$ cat config.mk
export PLATFORM = sky130hd
export DESIGN_NAME = evt_readout_seq
export DESIGN_NICKNAME = d
export VERILOG_FILES = /design/src/rtl/evt_readout_seq.sv
export SDC_FILE = /design/constraint.sdc
export NUM_CORES = 1
export LEC_CHECK = 0
export BUFFER_PORTS_ARGS = -buffer_cell sky130_fd_sc_hd__buf_2
export CORE_MARGIN = 2
export CORE_UTILIZATION = 59
export CTS_CLUSTER_SIZE = 40
export DETAILED_ROUTE_END_ITERATION = 8
export GPL_ROUTABILITY_DRIVEN = 0
export PLACE_DENSITY_LB_ADDON = 0.3
export SETUP_SLACK_MARGIN = 0.1
export SLEW_MARGIN = 15
export SYNTH_ARGS = -nofsm -noshare
export SYNTH_HDL_FRONTEND = slang
export SYNTH_SLANG_ARGS = --single-unit
$ cat constraint.sdc
create_clock -name clk -period 3.95 [get_ports clk]
set_input_delay 0.79 -clock clk [delete_from_list [all_inputs] [get_ports clk]]
set_output_delay 0.79 -clock clk [all_outputs]
set_load 0.02 [all_outputs]
$ cat src/rtl/evt_readout_seq.sv
module evt_readout_seq #(
  parameter int DIV_W  = 16,
  parameter int CNT_W  = 16,
  parameter int ADDR_W = 4,
  parameter int PAT_W  = 8
) (
  input  logic              clk,
  input  logic              rst_n,
  input  logic              hw_en,
  input  logic              frame,
  input  logic              tp_en,
  input  logic [PAT_W-1:0]  tp_data,
  input  logic              sw_clk,
  input  logic [ADDR_W-1:0] base_addr,
  input  logic [DIV_W-1:0]  div,
  input  logic [CNT_W-1:0]  total_bits,
  input  logic [CNT_W-1:0]  board_bits,
  output logic              rd_clk,
  output logic [ADDR_W-1:0] brd_addr,
  output logic              pat_out,
  output logic              mode,
  output logic              busy
);
  logic              frame_q, busy_q, clk_q;
  logic [DIV_W-1:0]  half_l, ph;
  logic [CNT_W-1:0]  total_l, board_l, fall_cnt, brd_cnt;
  logic [ADDR_W-1:0] addr_q;
  logic [PAT_W-1:0]  pat_sh;

  wire start = hw_en & frame & ~frame_q & ~busy_q & (total_bits != '0);
  wire [DIV_W-1:0] half_in = (div < DIV_W'(2)) ? DIV_W'(1) : {1'b0, div[DIV_W-1:1]};
  wire tick = (ph == half_l - DIV_W'(1));
  wire last = (fall_cnt + CNT_W'(1) == total_l);
  wire brd_done = (board_l != '0) && (brd_cnt + CNT_W'(1) == board_l);

  always_ff @(posedge clk or negedge rst_n) begin
    if (!rst_n) begin
      frame_q  <= 1'b0;
      busy_q   <= 1'b0;
      clk_q    <= 1'b0;
      half_l   <= DIV_W'(1);
      ph       <= '0;
      total_l  <= '0;
      board_l  <= '0;
      fall_cnt <= '0;
      brd_cnt  <= '0;
      addr_q   <= '0;
      pat_sh   <= '0;
    end else begin
      frame_q <= frame;
      if (!hw_en) begin
        busy_q <= 1'b0;
        clk_q  <= 1'b0;
      end else if (start) begin
        busy_q   <= 1'b1;
        clk_q    <= 1'b0;
        ph       <= '0;
        half_l   <= half_in;
        total_l  <= total_bits;
        board_l  <= board_bits;
        fall_cnt <= '0;
        brd_cnt  <= '0;
        addr_q   <= base_addr;
        pat_sh   <= tp_data;
      end else if (busy_q) begin
        if (tick) begin
          ph    <= '0;
          clk_q <= ~clk_q;
          if (clk_q) begin
            fall_cnt <= fall_cnt + CNT_W'(1);
            pat_sh   <= pat_sh << 1;
            if (brd_done) begin
              brd_cnt <= '0;
              addr_q  <= addr_q + ADDR_W'(1);
            end else begin
              brd_cnt <= brd_cnt + CNT_W'(1);
            end
            if (last) busy_q <= 1'b0;
          end
        end else begin
          ph <= ph + DIV_W'(1);
        end
      end
    end
  end

  assign rd_clk   = hw_en ? clk_q : sw_clk;
  assign brd_addr = (hw_en & busy_q) ? addr_q : base_addr;
  assign pat_out  = hw_en & busy_q & tp_en & pat_sh[PAT_W-1];
  assign mode     = frame;
  assign busy     = busy_q;
endmodule


; Yosys cells after proc, flatten, opt, wreduce, memory -nomap -nowiden
; Cells that the tools add are included.
[word_totals]
output_inout_bits = 8
reg_bits = 111
[classes]
n_mux = 34
n_eq_ne = 5
bitwise = 10
reduce_logical = 12
addsub = 5
order_cmp = 1
[op_table]
columns = cell, count
row1 = $mux 16, 12
row2 = $add 16x1->16 const B, 3
row3 = $eq 16x16->1, 3
row4 = $mux 8, 4
row5 = $reduce_bool 16->1, 2
row6 = $mux 4, 6
row7 = $lt 16x2->1 const B, 1
row8 = $sub 16x1->16 const B, 1
row9 = $mux 15, 1
row10 = $mux 1, 11
row11 = $reduce_bool 2->1, 4
row12 = $and 1x1->1, 7
row13 = $ne 3x1->1 const B, 2
row14 = $reduce_and 2->1, 3
row15 = $reduce_and 5->1, 1
row16 = $add 4x1->4 const B, 1
row17 = $reduce_and 4->1, 1
row18 = $not 1->1, 3
row19 = $logic_and 1x1->1, 1

; Depth between registers and ports, before layout
; Gate-level depths: netlist of the first run.
[logic_depth]
word_depth = 8
ltp_mapped = 13
depth_no_buf = 10

; Worst setup path after synthesis of the first run
; OpenSTA, ideal clock, no wires.
[synth_timing]
kind = flip-flop to flip-flop
start = register half_l[1]
end = register fall_cnt[12]
arrival_ns = 3.008
setup_time_ns = 0.078
path_slack_ns = 0.864
stages_incl_launch_ff = 13
path_cell_list = dfrtp_1 inv_1 ha_1 or4b_1 buf_2 or4_1 nand3_1 o21ai_2 nor4_4 nand2_2 buf_6 or4_1 a21oi_1
[synth_between]
elab_chain_cells = 4
[synth_rtl]
columns = item, line
row1 = from (decl), 25  ; logic [DIV_W-1:0] half_l, ph;
row2 = from (signal assigned), 58  ; half_l <= half_in;
row3 = $sub 16x1->16, 32  ; wire tick = (ph == half_l - DIV_W'(1));
row4 = $eq 16x16->1, 32
row5 = $reduce_bool 2->1 (no line), -
row6 = $reduce_and 4->1 (no line), -
row7 = to (signal assigned), 70  ; fall_cnt <= fall_cnt + CNT_W'(1);
row8 = to (decl), 26  ; logic [CNT_W-1:0] total_l, board_l, fall_cnt, brd_cnt;
; No other way between the ends.
; A chain may end at the register's enable or synchronous reset.

; Final worst setup path of the first run
[layout_timing]
start = register half_l[1]
end = register brd_cnt[8]
[layout_between]
elab_chain_cells = 4
[layout_rtl]
columns = item, line
row1 = $sub 16x1->16, 32
row2 = $eq 16x16->1, 32
row3 = $reduce_bool 2->1 (no line), -
row4 = $reduce_and 4->1 (no line), -
row5 = to (signal assigned), 76  ; brd_cnt <= brd_cnt + CNT_W'(1);
row6 = to (decl), 26
; No other way between the ends.

==> results of run 1 <==
[flip-flops by register name, indices dropped and copies added (netlist names)]
register	flops
total_l	16
board_l	16
busy	1
addr_q	4
brd_cnt	16
half_l	15
ph	16
pat_sh	8
frame_q	1
clk_q	1
fall_cnt	16
[report_power, final]
part / internal (W) / switching [W] / leakage, nW
Clock: 0.000585 / 0.000454 / 0.167
Combinational: 0.000266 / 0.000330 / 1.83
Sequential: 0.00126 / 0.000159 / 1.39
Total: 0.00211 / 0.000944 / 3.38
[Yosys cell counts (all sizes together), types with 17 or more instances]
master,n,area (µm²)
nand3,36,180.2
buf,17,87.59
nand2,194,733.2
clkbuf,31,116.4
dfrtp,109,2728
o21ai,26,133.9
a21oi,24,120.1
nor4,19,155.2
nor3,17,85.08
xor2,25,219.0
nor2,67,251.5
xnor2,55,481.7
[layer usage]
| layer | GRT usage | share of wire |
|---|---|---|
| met5 | 0 | 0 |
| met4 | 0.1089 | 0.029 |
| met3 | 0.06467 | 0.057 |
| met2 | 0.4772 | 0.49 |
| met1 | 0.3708 | 0.42 |
[worst min-delay path by stage]
| stage | startpoint | endpoint | slack [ps] | depth (start not counted) |
|---|---|---|---|---|
| final | rst_n | total_l[9] | 470 | 1 |
| after global routing | fall_cnt[15] | fall_cnt[15] | 510 | 1 |
| after CTS | fall_cnt[15] | fall_cnt[15] | 510 | 1 |
| after detailed placement | total_l[15] | total_l[15] | 500 | 2 |
| after global placement | fall_cnt[15] | fall_cnt[15] | 480 | 1 |
| after floorplan | fall_cnt[15] | fall_cnt[15] | 460 | 1 |
[through the flow]
stage / utilization / worst slack, ps / cell area [µm²] / cells
final: 0.6833 / 291.8 / 7472 / 996
after global routing: 0.6833 / 116.9 / 7472 / 996
after CTS: 0.6816 / 302.2 / 7453 / 995
after detailed placement: 0.6506 / 319.4 / 7114 / 979
after global placement: 0.6506 / 383.4 / 7114 / 979
after floorplan: - / 863.6 / 6676 / 803
[cells by family after synthesis]
logic type	Yosys count	share of synthesized area
buf+inv	64	0.03954
xor+xnor	80	0.1049
compound gates	116	0.1164
fa+ha+maj	5	0.009370
flops	110	0.4125
simple gates	415	0.2969
mux	13	0.02043
[cell type report]
class,count,area [µm²]
Clock buffer,10,239.0
Clock inverter,6,100.1
Fill cell,879,3463
Inverter,16,60.06
Multi-Input combinational cell,629,3667
Sequential cell,110,2754
Tap cell,140,175.2
Timing Repair Buffer,85,476.7
[repair_timing]
action	in CTS	in global routing
endpoints found under the setup margin	0	15
gates resized for setup	0	2
buffers inserted	0	1
[placed cells by master, fill, tap and decap left out, types with 3 or more instances in the layout]
master	instances
nand2_1	192
dfrtp_1	109
buf_2	71
nor2_1	67
xnor2_1	55
nand3_1	36
o21ai_0	25
xor2_1	25
a21oi_1	24
nor3_1	17
inv_1	16
nor4_1	16
nand4_1	15
or4_1	15
a31oi_1	14
buf_4	12
o211ai_1	11
and3_1	10
clkbuf_16	9
mux2i_1	8
nor2b_1	7
o31ai_1	7
or3_1	6
mux2_2	5
nand2b_1	5
ha_1	5
nand4b_1	4
a211oi_1	3
a41oi_1	3
a311o_1	3
nor3b_1	3
and2_1	3
a32oi_1	3
[critical path, cell delays in order, from the launching register on]
cell and delay [ps]:
dfrtp_1 410, inv_1 80, ha_1 290, or4b_1 600, or4_1 570, nand3_1 110
o21ai_2 80, nor4_4 410, nand2_2 110, buf_12 200, or4_1 520, a31oi_1 170
==> impl_results.html, run 1 <==
<table>
<tr><th>Metric</th><th>Value</th></tr>
<tr><th colspan="2">Outcome</th></tr>
<tr><td>Outcome</td><td>finished, final reports clean</td></tr>
<tr><th colspan="2">Detailed routing</th></tr>
<tr><td>Average detailed-routed wire length per instance</td><td>16.67 µm</td></tr>
<tr><td>Detailed Routing Iterations Pass 1</td><td>7</td></tr>
<tr><td>Vias</td><td>6144</td></tr>
<tr><td>Remaining number of nets flagged by the antenna check after routing</td><td>0</td></tr>
<tr><td>Total wirelength of the detailed-routed design</td><td>16.60 mm</td></tr>
<tr><td>Drc violations</td><td>0</td></tr>
<tr><td>First-iteration detailed-routing DRC count</td><td>516</td></tr>
<tr><td>Average via count per standard cell</td><td>6.169</td></tr>
<tr><th colspan="2">GRT</th></tr>
<tr><td>GR Util All Layers</td><td>0.2884</td></tr>
<tr><td>Initial antenna violation count</td><td>0</td></tr>
<tr><td>First-pass GRT wire length</td><td>27.42 mm</td></tr>
<tr><td>Pin count of the biggest net entering global routing</td><td>91</td></tr>
<tr><td>Via count of the first global-routing pass</td><td>5902</td></tr>
<tr><td>GRT overflow</td><td>0</td></tr>
<tr><th colspan="2">Yosys</th></tr>
<tr><td>Yosys warnings</td><td>0</td></tr>
<tr><td>Post-Syn Area</td><td>6676 µm²</td></tr>
<tr><td>Count of state elements after synthesis</td><td>110</td></tr>
<tr><td>Number of instances in the synthesized netlist</td><td>803</td></tr>
<tr><td>Mean Syn Cell Area</td><td>8.314 µm²</td></tr>
<tr><td>Fraction of the yosys area taken by sequential cells</td><td>0.4125</td></tr>
<tr><td>Number of nets produced by synthesis</td><td>874</td></tr>
<tr><td>Main flop type after synthesis</td><td>dfrtp_1</td></tr>
<tr><td>Number of distinct standard cells referenced by the synthesized netlist</td><td>65</td></tr>
<tr><td>EDFF count, synth</td><td>0</td></tr>
<tr><td>Proportion of register bits with asynchronous set or reset after synthesis</td><td>1.000</td></tr>
<tr><th colspan="2">Setup path</th></tr>
<tr><td>Class of the most critical setup path</td><td>reg -&gt; reg</td></tr>
<tr><td>Number of cells traversed by the worst register-to-register path</td><td>11</td></tr>
<tr><td>CP max FO</td><td>44</td></tr>
<tr><td>Terminus of the critical flop-to-flop path</td><td>brd_cnt[8]</td></tr>
<tr><td>Crit path capture</td><td>brd_cnt[8]</td></tr>
<tr><td>Critical path capture point type</td><td>flop</td></tr>
<tr><td>Startpoint of the worst-slack reg-to-reg timing path</td><td>half_l[1]</td></tr>
<tr><td>Critical path data required time</td><td>4240 ps</td></tr>
<tr><td>Startpoint Class</td><td>flop</td></tr>
<tr><td>FF-to-FF setup slack</td><td>290 ps</td></tr>
<tr><td>Arrival time worst endpoint</td><td>3950 ps</td></tr>
<tr><td>Launch point of the critical path</td><td>half_l[1]</td></tr>
<tr><th colspan="2">Power</th></tr>
<tr><td>Peak supply drop</td><td>389.3 µV</td></tr>
<tr><td>Tot Pwr</td><td>0.003052 W</td></tr>
<tr><td>Power density cells</td><td>408.5 nW/µm²</td></tr>
<tr><td>Leakage power</td><td>3.382 nW</td></tr>
<tr><th colspan="2">CTS</th></tr>
<tr><td>Number of H-tree branching levels</td><td>3</td></tr>
<tr><td>Deepest clock path buffer count</td><td>2</td></tr>
<tr><td>Sink count of the clock tree</td><td>110</td></tr>
<tr><td># hold bufs at CTS</td><td>0</td></tr>
<tr><td>Number of buffers created by CTS</td><td>9</td></tr>
<tr><td>Clock transition at the registers of the reported paths</td><td>80 ps</td></tr>
<tr><td>Clock root cell</td><td>clkbuf_16</td></tr>
<tr><td>Worst skew pair latency</td><td>370 ps</td></tr>
<tr><td>Clock tree from TritonCTS</td><td>built</td></tr>
<tr><th colspan="2">Cells and area</th></tr>
<tr><td>Layout overhead on the synthesized area</td><td>11.92%</td></tr>
<tr><td>Share of final-layout standard cells stronger than drive strength 1</td><td>0.1402</td></tr>
<tr><td>Layout net count</td><td>922</td></tr>
<tr><td>Number of antenna repair diodes</td><td>0</td></tr>
<tr><th colspan="2">Placement</th></tr>
<tr><td>Post-detail-place hpwl</td><td>11.71 mm</td></tr>
<tr><td>Count of input and output buffers</td><td>72</td></tr>
<tr><th colspan="2">STA</th></tr>
<tr><td>Final count of negative-setup-slack endpoints</td><td>0</td></tr>
<tr><td>Final hold slack</td><td>468.3 ps</td></tr>
<tr><td>Min cycle time layout</td><td>3658 ps</td></tr>
<tr><td>Setup repair after global routing missed its margin</td><td>false</td></tr>
<tr><td>Share of the cycle needed by the critical path after routing</td><td>0.9261</td></tr>
<tr><td>Worst clock skew</td><td>13.45 ps</td></tr>
<tr><td>Final total negative setup slack</td><td>0 ps</td></tr>
<tr><td>Worst slew pin tran</td><td>962.6 ps</td></tr>
<tr><td>Final count of hold timing violations</td><td>0</td></tr>
<tr><td>Max Transition Viols Final</td><td>0</td></tr>
<tr><td>Highest attainable clock frequency</td><td>0.2734 GHz</td></tr>
<tr><td>Worst max-slew margin expressed relative to the limit</td><td>0.3524</td></tr>
<tr><th colspan="2">Job</th></tr>
<tr><td>Max_cap viols</td><td>0</td></tr>
<tr><th colspan="2">Die</th></tr>
<tr><td>Core region area</td><td>10940 µm²</td></tr>
<tr><td>Width of the chip</td><td>110.4 µm</td></tr>
<tr><td>Die footprint</td><td>12180 µm²</td></tr>
<tr><td>Number of cell rows</td><td>38</td></tr>
<tr><td>Floorplan die height</td><td>110.4 µm</td></tr>
<tr><td>Starting utilization of the core area</td><td>0.6105</td></tr>
<tr><td>Number of placed I/O pins</td><td>74</td></tr>
<tr><th colspan="2">Min path</th></tr>
<tr><td>Min-Delay Path Class</td><td>in -&gt; async</td></tr>
</table>
(Power assumes the default switching activity.)
==> inputs of run 2 (changes only) <==
--- a/config.mk
+++ b/config.mk
@@ -5,7 +5,7 @@
 export SDC_FILE = /design/constraint.sdc
 export NUM_CORES = 1
 export LEC_CHECK = 0
-export BUFFER_PORTS_ARGS = -buffer_cell sky130_fd_sc_hd__buf_2
+export BUFFER_PORTS_ARGS = -buffer_cell sky130_fd_sc_hd__buf_4
 export CORE_MARGIN = 2
 export CORE_UTILIZATION = 59
 export CTS_CLUSTER_SIZE = 40
==> run 2 against run 1 <==
Flip-flop and latch count unchanged. Sequential share of layout area decreased by 0.69 points. Register-to-register slack improved by 70 ps. Non-clock buffer count increased by 3. First-iteration DRC count decreased by 23%. Via count increased by 0.13%. Final area increased by 1.9%. Clock-buffer cell count increased by 2.
==> impl_results.html, run 2 (synthesized netlist as in run 1, its figures left out) <==
<table>
<tr><th>Metric</th><th>Value</th></tr>
<tr><th colspan="2">Power</th></tr>
<tr><td>Power density cells</td><td>386.1 nW/µm²</td></tr>
<tr><td>Tot Pwr</td><td>0.002940 W</td></tr>
<tr><td>Leakage power</td><td>3.425 nW</td></tr>
<tr><td>Peak supply drop</td><td>387.1 µV</td></tr>
<tr><th colspan="2">Cells and area</th></tr>
<tr><td>Multi-input logic area</td><td>3670 µm²</td></tr>
<tr><td>Fill cell instance count of the final layout</td><td>895</td></tr>
<tr><td>Commonest cells after routing, fill and taps aside</td><td>nand2_1 (192), dfrtp_1 (109), buf_4 (88), nor2_1 (67), xnor2_1 (55)</td></tr>
<tr><td>Final cell count without fillers</td><td>999</td></tr>
<tr><td>Register Area</td><td>2754 µm²</td></tr>
<tr><td>Layout overhead on the synthesized area</td><td>14.06%</td></tr>
<tr><td>Most common cell after layout, fill and taps aside</td><td>nand2_1</td></tr>
<tr><td>Final core area utilization</td><td>0.6963</td></tr>
<tr><td>Layout net count</td><td>925</td></tr>
<tr><td>Number of antenna repair diodes</td><td>0</td></tr>
<tr><td>Share of final-layout standard cells stronger than drive strength 1</td><td>0.1432</td></tr>
<tr><th colspan="2">Die</th></tr>
<tr><td>Floorplan die height</td><td>110.4 µm</td></tr>
<tr><td>Core region area</td><td>10940 µm²</td></tr>
<tr><td>Starting utilization of the core area</td><td>0.6105</td></tr>
<tr><td>Die footprint</td><td>12180 µm²</td></tr>
<tr><td>Width of the chip</td><td>110.4 µm</td></tr>
<tr><td>Number of placed I/O pins</td><td>74</td></tr>
<tr><td>Number of cell rows</td><td>38</td></tr>
<tr><th colspan="2">Placement</th></tr>
<tr><td>Post-detail-place hpwl</td><td>12.00 mm</td></tr>
<tr><td>Count of placed standard cells including taps</td><td>981</td></tr>
<tr><td>Count of input and output buffers</td><td>72</td></tr>
<tr><th colspan="2">Setup path</th></tr>
<tr><td>Cell type of the slowest stage on the worst timing path</td><td>or4b_4</td></tr>
<tr><td>Startpoint of the worst-slack reg-to-reg timing path</td><td>half_l[1]</td></tr>
<tr><td>Count of buffer and inverter cells on the critical path</td><td>3</td></tr>
<tr><td>Arrival time worst endpoint</td><td>3860 ps</td></tr>
<tr><td>Kind of cell with the highest combined delay on the critical path</td><td>simple AND/OR/NAND/NOR gates</td></tr>
<tr><td>Crit path depth</td><td>12</td></tr>
<tr><td>FF-to-FF setup slack</td><td>360 ps</td></tr>
<tr><td>Stage delay of the slowest cell on the critical path</td><td>550 ps</td></tr>
<tr><td>CP max FO</td><td>44</td></tr>
<tr><td>Critical path data required time</td><td>4220 ps</td></tr>
<tr><td>Class of the most critical setup path</td><td>reg -&gt; reg</td></tr>
<tr><td>Critical path capture point type</td><td>flop</td></tr>
<tr><td>Startpoint Class</td><td>flop</td></tr>
<tr><td>Terminus of the critical flop-to-flop path</td><td>brd_cnt[9]</td></tr>
<tr><td>Number of cells traversed by the worst register-to-register path</td><td>12</td></tr>
<tr><td>Cell Chain, Critical Path</td><td>inv_1 -&gt; ha_1 -&gt; or4b_4 -&gt; or4_1 -&gt; nand3_1 -&gt; o21ai_2 -&gt; nor4_4 -&gt; buf_4 -&gt; nand2_2 -&gt; buf_4 -&gt; or4_1 -&gt; a31oi_1</td></tr>
<tr><td>Launch point of the critical path</td><td>half_l[1]</td></tr>
<tr><td>Crit path capture</td><td>brd_cnt[9]</td></tr>
<tr><th colspan="2">Job</th></tr>
<tr><td>Max_cap viols</td><td>0</td></tr>
<tr><th colspan="2">Detailed routing</th></tr>
<tr><td>First-iteration detailed-routing DRC count</td><td>395</td></tr>
<tr><td>Detailed Routing Iterations Pass 1</td><td>5</td></tr>
<tr><td>Total wirelength of the detailed-routed design</td><td>16.94 mm</td></tr>
<tr><td>Drc violations</td><td>0</td></tr>
<tr><td>Remaining number of nets flagged by the antenna check after routing</td><td>0</td></tr>
<tr><td>Vias</td><td>6152</td></tr>
<tr><td>Average via count per standard cell</td><td>6.158</td></tr>
<tr><td>Average detailed-routed wire length per instance</td><td>16.96 µm</td></tr>
<tr><th colspan="2">STA</th></tr>
<tr><td>Worst slew pin tran</td><td>857.9 ps</td></tr>
<tr><td>Worst max-slew margin expressed relative to the limit</td><td>0.4280</td></tr>
<tr><td>Final count of hold timing violations</td><td>0</td></tr>
<tr><td>Share of the cycle needed by the critical path after routing</td><td>0.9090</td></tr>
<tr><td>Max Transition Viols Final</td><td>0</td></tr>
<tr><td>Setup repair after global routing missed its margin</td><td>false</td></tr>
<tr><td>Final total negative setup slack</td><td>0 ps</td></tr>
<tr><td>Highest attainable clock frequency</td><td>0.2785 GHz</td></tr>
<tr><td>Worst clock skew</td><td>6.781 ps</td></tr>
<tr><td>Min cycle time layout</td><td>3590 ps</td></tr>
<tr><td>Final count of negative-setup-slack endpoints</td><td>0</td></tr>
<tr><th colspan="2">CTS</th></tr>
<tr><td>Worst skew pair latency</td><td>350 ps</td></tr>
<tr><td>Clock root cell</td><td>clkbuf_16</td></tr>
<tr><td>Sink count of the clock tree</td><td>110</td></tr>
<tr><td>Clock tree from TritonCTS</td><td>built</td></tr>
<tr><td>Number of H-tree branching levels</td><td>3</td></tr>
<tr><td>Number of buffers created by CTS</td><td>9</td></tr>
<tr><td>Deepest clock path buffer count</td><td>2</td></tr>
<tr><td>Clock transition at the registers of the reported paths</td><td>70 ps</td></tr>
<tr><td># hold bufs at CTS</td><td>0</td></tr>
<tr><th colspan="2">GRT</th></tr>
<tr><td>Via count of the first global-routing pass</td><td>6031</td></tr>
<tr><td>Initial antenna violation count</td><td>0</td></tr>
<tr><td>Pin count of the biggest net entering global routing</td><td>72</td></tr>
<tr><td>GR Util All Layers</td><td>0.2973</td></tr>
<tr><td>First-pass GRT wire length</td><td>28.43 mm</td></tr>
<tr><td>GRT overflow</td><td>0</td></tr>
<tr><th colspan="2">Outcome</th></tr>
<tr><td>Outcome</td><td>finished, final reports clean</td></tr>
<tr><th colspan="2">Min path</th></tr>
<tr><td>Min-Delay Path Class</td><td>in -&gt; async</td></tr>
</table>
-- run 2: cell types whose count changed in the layout (fill, tap and decap cells not counted), sizes merged --
cell      change
buf           +3
bufinv        -2
clkbuf        +2
clkinvlp      +2
clkinv        -1
inv           -1
-- run 2: layer usage --
metal  track usage  wire length, µm  up-vias
met5             0                0        -
met4       0.07589              283        0
met3       0.06290             1004       34
met2        0.5127             8664      191
met1        0.3822             6991     3023
li1              -                -     2904
-- run 2: power by group --
part           leakage (nW)  internal [W]  switching [W]  total [W]
clock network         0.141      0.000481       0.000420   0.000901
registers              1.39       0.00126       0.000159    0.00142
logic                  1.90      0.000290       0.000332   0.000622
-- run 2: metrics by stage --
| stage | area [µm²] | hold slack, ps | setup slack (ps) |
|---|---|---|---|
| 3_5_place_dp | 7295 | 498.4 | 173.9 |
| 3_3_place_gp | 7295 | 477.9 | 311.1 |
| 4_1_cts | 7590 | 516.1 | 149.4 |
| 6_report | 7615 | 497.8 | 359.5 |
| 5_1_grt | 7615 | 524.8 | 151.9 |
| 2_1_floorplan | 6676 | 464.9 | 863.6 |
-- run 2: repair_timing --
item,CTS,global route
endpoints found under the hold margin,0,0
endpoints found under the setup margin,0,19
setup buffers,0,2
resized for setup,0,2
-- run 2: worst min path at each step --
stage                      start  depth (start not counted)            to
global placement    fall_cnt[15]                          1  fall_cnt[15]
floorplan           fall_cnt[15]                          1  fall_cnt[15]
CTS                 fall_cnt[15]                          1  fall_cnt[15]
global route        fall_cnt[15]                          1  fall_cnt[15]
finish                     rst_n                          1  fall_cnt[10]
detailed placement   total_l[15]                          2   total_l[15]
-- run 2: final cells by class --
type	count	area share
repair buffers	88	0.08676
multi-input cells	629	0.4819
well taps	140	0.02300
clock inverters	4	0.003779
inverters	16	0.007887
flip-flops and latches	110	0.3616
clock buffers	12	0.03500
